[config.mk]
export PLATFORM = sky130hd
export DESIGN_NAME = seg_xlate
export DESIGN_NICKNAME = d
export VERILOG_FILES = /design/src/rtl/seg_xlate.sv
export SDC_FILE = /design/constraint.sdc
export NUM_CORES = 1
export LEC_CHECK = 0
export ABC_AREA = 1
export CELL_PAD_IN_SITES_DETAIL_PLACEMENT = 1
export CELL_PAD_IN_SITES_GLOBAL_PLACEMENT = 1
export CORE_AREA = 8 8 346 348
export CTS_CLUSTER_DIAMETER = 100
export DETAILED_ROUTE_END_ITERATION = 8
export DIE_AREA = 0 0 354 356
export DONT_BUFFER_PORTS = 1
export PLACE_DENSITY = 0.61
export RECOVER_POWER = 50
export SYNTH_ARGS = -nofsm -noshare
export SYNTH_HDL_FRONTEND = slang
export SYNTH_SLANG_ARGS = --single-unit
[constraint.sdc]
create_clock -name clk -period 5.3 [get_ports clk]
set_input_delay 1.325 -clock clk [delete_from_list [all_inputs] [get_ports clk]]
set_output_delay 1.325 -clock clk [all_outputs]
set_load 0.01 [all_outputs]
[src/rtl/seg_xlate.sv]
module seg_xlate #(
  parameter int GDT_DEPTH = 8,
  parameter int LDT_DEPTH = 8,
  parameter int NARROW_W  = 24
) (
  input  logic        clk,
  input  logic        rst_n,
  input  logic        wr_en,
  input  logic        wr_local,
  input  logic [12:0] wr_idx,
  input  logic [31:0] wr_base,
  input  logic [19:0] wr_limit,
  input  logic        wr_gran,
  input  logic [1:0]  wr_dpl,
  input  logic        wr_present,
  input  logic        req_valid,
  input  logic [15:0] sel,
  input  logic [31:0] offset,
  input  logic [1:0]  cur_pl,
  input  logic        narrow,
  output logic        addr_ok,
  output logic [31:0] lin_addr,
  output logic        fault,
  output logic [2:0]  fault_code
);

  localparam int ENT_W = 56;
  localparam int GI_W  = (GDT_DEPTH > 1) ? $clog2(GDT_DEPTH) : 1;
  localparam int LI_W  = (LDT_DEPTH > 1) ? $clog2(LDT_DEPTH) : 1;
  localparam logic [2:0] F_NONE = 3'd0, F_NULL = 3'd1, F_NP = 3'd2,
                         F_PRIV = 3'd3, F_LIM = 3'd4;

  logic [ENT_W-1:0] gdt [GDT_DEPTH];
  logic [ENT_W-1:0] ldt [LDT_DEPTH];

  wire wr_g_in = {19'b0, wr_idx} < 32'(GDT_DEPTH);
  wire wr_l_in = {19'b0, wr_idx} < 32'(LDT_DEPTH);
  wire [ENT_W-1:0] wr_ent = {wr_present, wr_dpl, wr_gran, wr_limit, wr_base};

  always_ff @(posedge clk) begin
    if (!rst_n) begin
      for (int i = 0; i < GDT_DEPTH; i++) gdt[i] <= '0;
      for (int i = 0; i < LDT_DEPTH; i++) ldt[i] <= '0;
    end else if (wr_en) begin
      if (!wr_local && wr_g_in) gdt[wr_idx[GI_W-1:0]] <= wr_ent;
      if ( wr_local && wr_l_in) ldt[wr_idx[LI_W-1:0]] <= wr_ent;
    end
  end

  wire [12:0] idx = sel[15:3];
  wire        ti  = sel[2];
  wire [1:0]  rpl = sel[1:0];
  wire g_in = {19'b0, idx} < 32'(GDT_DEPTH);
  wire l_in = {19'b0, idx} < 32'(LDT_DEPTH);

  logic [ENT_W-1:0] ent;
  always_comb begin
    ent = '0;
    if (ti && l_in)       ent = ldt[idx[LI_W-1:0]];
    else if (!ti && g_in) ent = gdt[idx[GI_W-1:0]];
  end

  wire [31:0] e_base    = ent[31:0];
  wire [19:0] e_limit   = ent[51:32];
  wire        e_gran    = ent[52];
  wire [1:0]  e_dpl     = ent[54:53];
  wire        e_present = ent[55];

  wire [31:0] seg_end = e_gran ? {e_limit, 12'hFFF} : {12'h000, e_limit};
  wire [1:0]  eff_pl  = (cur_pl > rpl) ? cur_pl : rpl;
  wire [31:0] sum     = e_base + offset;
  wire [31:0] nmask   = {{(32-NARROW_W){1'b0}}, {NARROW_W{1'b1}}};

  logic [2:0] code;
  always_comb begin
    if (!ti && idx == '0)     code = F_NULL;
    else if (!e_present)      code = F_NP;
    else if (eff_pl > e_dpl)  code = F_PRIV;
    else if (offset > seg_end) code = F_LIM;
    else                      code = F_NONE;
  end

  always_ff @(posedge clk) begin
    if (!rst_n || !req_valid) begin
      addr_ok    <= 1'b0;
      lin_addr   <= '0;
      fault      <= 1'b0;
      fault_code <= F_NONE;
    end else begin
      addr_ok    <= (code == F_NONE);
      lin_addr   <= (code == F_NONE) ? (narrow ? (sum & nmask) : sum) : '0;
      fault      <= (code != F_NONE);
      fault_code <= code;
    end
  end

endmodule


Word level (Yosys, flattened, before mapping)
Memory sizes are Yosys's and may differ from the RTL's.
Index checks and enable logic that the tools add are counted.
- bits in registers: 37
- logic and storage cells: 54
- RAM bits: 896
- bits of input ports: 125
- output and inout bits: 37
- memories: 2
- bitwise logic cells: 1
- reductions and logical operators: 17
- add/sub/neg operators: 1
- multiplexer cells: 23
- $lt $le $gt $ge: 5
- memory list (name ; words ; width ; read ports ; clocked after memory_dff ; wr ports ; line ; RTL):
    gdt ; 8 ; 56 ; 1 ; 0 ; 8 ; 33 ; logic [ENT_W-1:0] gdt [GDT_DEPTH];
    ldt ; 8 ; 56 ; 1 ; 0 ; 8 ; 34 ; logic [ENT_W-1:0] ldt [LDT_DEPTH];
- operators with widths (operator ; number):
    two-way mux 56 bit ; 4
    OR reduction 56 bit ; 2
    adder 32 bit ; 1
    greater-than comparator 32 bit ; 1
    two-way mux 32 bit ; 1
    < comparator 13 x 4 -> 1 bit, second input constant ; 2
    two-way mux 3 bit ; 6
    zero test 13 bit ; 1
    two-way mux 1 bit ; 11
    logical AND 1 bit ; 5
    greater-than comparator 2 bit ; 2
    zero test 1 bit ; 4
    zero test 3 bit ; 1
    nonzero test 3 bit ; 1
    OR reduction 3 bit ; 1
    two-way mux 2 bit ; 1
    OR reduction 2 bit ; 1
    logical OR 1 bit ; 1
    NOT 1 bit ; 1

Depth between registers and ports, before layout
- depth in word-level cells: 13
- gate-level depth with buffers: 26
- depth with buffers taken out: 23

Worst setup path before layout
No wires, ideal clock.
- path type: input -> register
- start point: input wr_idx[8]
- end point: memory ldt[0][0] (enable)
- setup time: 415 ps
- required time: 4885 ps
- stages on the path: 7
- path buffers: 2
- arrival time: 3763 ps
- slack: 1122 ps
- cells stage by stage: nor4_1 > nand3_1 > nor3b_2 > nand2_1 > buf_2 > buf_2 > nand2_1
- RTL lines (element ; line ; RTL):
    start, declared ; 10 ; input logic [12:0] wr_idx,
    end, declared ; 34 ;

Worst setup path after layout
- start point: input sel[3]
- end point: register lin_addr[30]
- cells in the longest elaborated chain, start to end: 13
- elaborated cells on any way between the ends: 20
- those cells by class: add/sub: 1; order compare: 3; mux: 7; bitwise: 1; reduce/logical: 6; memory: 2
- RTL lines (element ; line ; RTL):
    start, declared ; 17 ; input logic [15:0] sel,
    < comparator 13 x 4 -> 1 bit ; 53, 54 ;
    logical AND 1 bit ; 60 ; else if (!ti && g_in) ent = gdt[idx[GI_W-1:0]];
    two-way mux 56 bit ; 60 ;
    two-way mux 56 bit ; 59 ; if (ti && l_in) ent = ldt[idx[LI_W-1:0]];
    two-way mux 32 bit ; 69 ; wire [31:0] seg_end = e_gran ? {e_limit, 12'hFFF} : {12'h000, e_limit};
    greater-than comparator 32 bit ; 79 ; else if (offset > seg_end) code = F_LIM;
    two-way mux 3 bit ; 79 ;
    two-way mux 3 bit ; 78 ; else if (eff_pl > e_dpl) code = F_PRIV;
    two-way mux 3 bit ; 77 ; else if (!e_present) code = F_NP;
    two-way mux 3 bit ; 76 ; if (!ti && idx == '0) code = F_NULL;
    zero test 3 bit ; 91 ; lin_addr <= (code == F_NONE) ? (narrow ? (sum & nmask) : sum) : '0;
    NOT 1 bit (no source line) ; n/a ;
    OR reduction 3 bit (no source line) ; n/a ;
    end signal, assigned ; 91 ;
    end, declared ; 22 ; output logic [31:0] lin_addr,
Several ways; a longest one is shown, not always the timed one.
A chain may end at the register's enable or synchronous reset.

==> flow_metrics.env <==
export IMPL_status="finished with violations"
export IMPL_violations="max-capacitance violations, max-slew violations"
export IMPL_yosys_register_bits=933
export IMPL_grt_pass1_vias=33400
export IMPL_grt_max_degree=454
export IMPL_die_h_um=356
export IMPL_finClkSkew_ns=0.0422
export IMPL_start_util=0.377
export IMPL_pwr_density_cell_nw_per_um2=341
export IMPL_required_ns=5.91
export IMPL_synthMostInstantiatedCell="nor2_1"
export IMPL_seq_area_frac_synth=0.644
export IMPL_synth_compound_area_frac=0.109
export IMPL_ys_top_cells_by_count="1394 x nor2_1, 896 x edfxtp_1, 424 x o21ai_0"
export IMPL_synth_largest_area_cell="edfxtp_1"
export IMPL_finalWeightedCongestion=0.817
export IMPL_rsz0062_at_grt="false"
export IMPL_drive_gt1_frac=0.0676
export IMPL_area_growth_syn_to_layout_pct=11.4
export IMPL_relSlewSlack=-0.505
export IMPL_grt_ovfl_total=0
export IMPL_yosys_area_share_simple=0.176
export IMPL_ys_types=39
export IMPL_cts_root_buf="clkbuf_16"
export IMPL_drtPass1Iterations=5
export IMPL_fin_crit_ns=4.66
export IMPL_synth_top_family_by_area="simple AND/OR/NAND/NOR gates"
export IMPL_grt_pass1_wl_um=228000
export IMPL_post_dp_cell_area_um2=44900
export IMPL_cts_tree="built"
export IMPL_synth_fa_ha_area_frac=0.0203
export IMPL_nets=4311
export IMPL_syn_area_um2=43000
export IMPL_setup_violations=0
export IMPL_num_vias=32800
export IMPL_path_clk_slew_ns=0.06
export IMPL_yosys_area_top_type_share=0.626
export IMPL_hold_viol_final=0
export IMPL_worst_slack_ns=0.643
export IMPL_cap_violations=21
export IMPL_path_class="input port to register"
export IMPL_avgSynthCellArea_um2=10.2
export IMPL_ctsHoldBuffers=0
export IMPL_tightestPinTransition_ns=2.26
export IMPL_cts_repair_resized=0
export IMPL_insertion_delay_ns=0.70
export IMPL_place_ws_ns=0.256
export IMPL_postCtsSetupRepairBufs=0
export IMPL_setup_tns_ns=0
export IMPL_syn_nets=4420
export IMPL_design_die_area_um2=126000
export IMPL_antenna_found_initial=13
export IMPL_clock_path_buffers=3
export IMPL_drt_wl_total_um=157000
export IMPL_core_area_um2=114000
export IMPL_slew_violations=966
export IMPL_dp_hpwl_um=86800
export IMPL_path_max_fanout=453
export IMPL_port_buffers=0
export IMPL_synth_edf_count=896
export IMPL_cts_made_buffers=103
export IMPL_ys_flop_type="edfxtp_1"
export IMPL_drtIter0Drc=3200
export IMPL_yosysWarnings=0
export IMPL_ant_nets=0
export IMPL_htree_levels=3
export IMPL_async_reset_ff_frac=0
export IMPL_via_per_inst=5.73
export IMPL_critPathArrivalTime_ns=5.26
export IMPL_ioPinCount=162
export IMPL_p_leak_nw=17.8
export IMPL_postSynthCellCount=4226
export IMPL_irDropWorstVdd_mv=0.256
export IMPL_synth_area_mux_share=0
export IMPL_cts_sinks=933
export IMPL_synth_xor_xnor_area_share=0.00326
export IMPL_worstSetupEndpointType="register"
export IMPL_layout_worst_path_cycle_share=0.879
export IMPL_drc=0
export IMPL_track_usage=0.242
export IMPL_hold_path_class="input port to register"
export IMPL_fmax_ghz=0.215
export IMPL_post_drt_wl_per_cell_um=27.5
export IMPL_rows=124
export IMPL_stdcell_area_um2=47900
export IMPL_synthTopCellsByArea="edfxtp_1 63%, nor2_1 12%, o21ai_0 4.9%, o221ai_1 3.9%, nand2_1 3.0%"
export IMPL_die_x_um=354
export IMPL_hold_slack_ns=0.865
export IMPL_startpoint_type="input port"
-- layout make-up --
type	instances	area, um^2
clock inverters	55	384
diodes	10	25.0
multi-input cells	2785	13400
well taps	1512	1890
flip-flops and latches	933	27600
inverters	166	638
clock buffers	132	2750
fillers	12500	66000
repair buffers	128	1170
-- flip-flops by register name, indices dropped and copies added (netlist names) --
name,flops
gdt,448
ldt,448
addr_ok,1
fault,1
fault_code,3
lin_addr,32
-- worst max-delay path: stages --
cell	delay (ns)
inv_8	0.46
buf_4	0.38
nand2_1	0.10
a22oi_1	0.20
nand2_1	0.07
nand3_1	0.09
nand2_1	0.06
nor2_1	0.11
buf_4	0.18
ha_1	0.22
fa_1	0.23
nand3_1	0.10
a21oi_1	0.25
nor2_1	0.10
o21ai_0	0.56
nand2_1	0.16
nand2_1	0.09
nand2_1	0.05
nand2_1	0.05
inv_1	0.04
nor2_1	0.10
-- power breakdown --
| part | total (mW) | switching (mW) | internal, mW |
|---|---|---|---|
| sequential | 8.50 | 0.0897 | 8.41 |
| clock | 6.84 | 3.00 | 3.84 |
| combinational | 0.970 | 0.717 | 0.253 |
| total | 16.3 | 3.80 | 12.5 |
-- layout by cell type, fill, tap and decap left out, types with 3 or more instances in the layout --
cell type  count
buf_12        20
o21a_1         6
a21oi_1      106
o21ai_0      424
nor3_1        14
xnor2_1        5
nor2_1      1394
clkinv_1      27
clkinv_4       3
bufinv_16      4
nor4_1         5
nand4_1        9
inv_6          3
inv_1        162
a32o_1         9
nand2_4       15
a22oi_1       12
diode_2       10
clkbuf_16    106
clkbuf_2      12
o221ai_1     192
edfxtp_1     896
a21o_1         8
ha_1          68
nand2_1      334
nand3_1      155
dfxtp_1       37
clkbuf_1      28
buf_4         94
clkinv_2      16
xor2_1        11
o21bai_1       3
-- worst paths after layout --
| check | from | endpoint | slack (ns) | cells after the start |
|---|---|---|---|---|
| setup / recovery | sel[3] | lin_addr[30] | 0.64 | 21 |
| hold / removal | req_valid | fault | 0.87 | 2 |
| setup reg to reg | gdt[1][52] | lin_addr[24] | 1.88 | 17 |
| hold reg to reg | gdt[5][55] | fault_code[1] | 0.93 | 5 |
-- per-stage QoR --
stage | power (mW) | std cells | util
after floorplan | 9.30 | 4226 | -
after global placement | 9.60 | 5524 | 0.394
after detailed placement | 9.63 | 5524 | 0.394
after CTS | 16.4 | 5711 | 0.422
after global routing | 16.8 | 5719 | 0.420
final | 16.3 | 5721 | 0.420
-- kinds of logic (layout without fill, tap and decap cells) --
group | Yosys count | after routing
AO/OA/AOI/OAI | 765 | 765
adder cells (fa/ha/maj) | 69 | 69
other | 0 | 10
AND/OR/NAND/NOR | 1935 | 1935
flip-flops | 933 | 933
buffers and inverters | 508 | 481
XOR/XNOR | 16 | 16
-- layer usage --
metal  wire length [um]  global-route usage
met1              68800               0.333
met2              73000               0.393
met3              11600              0.0429
met4               3880              0.0675
met5                 63                   0
Power figures use the tool's default switching activity.
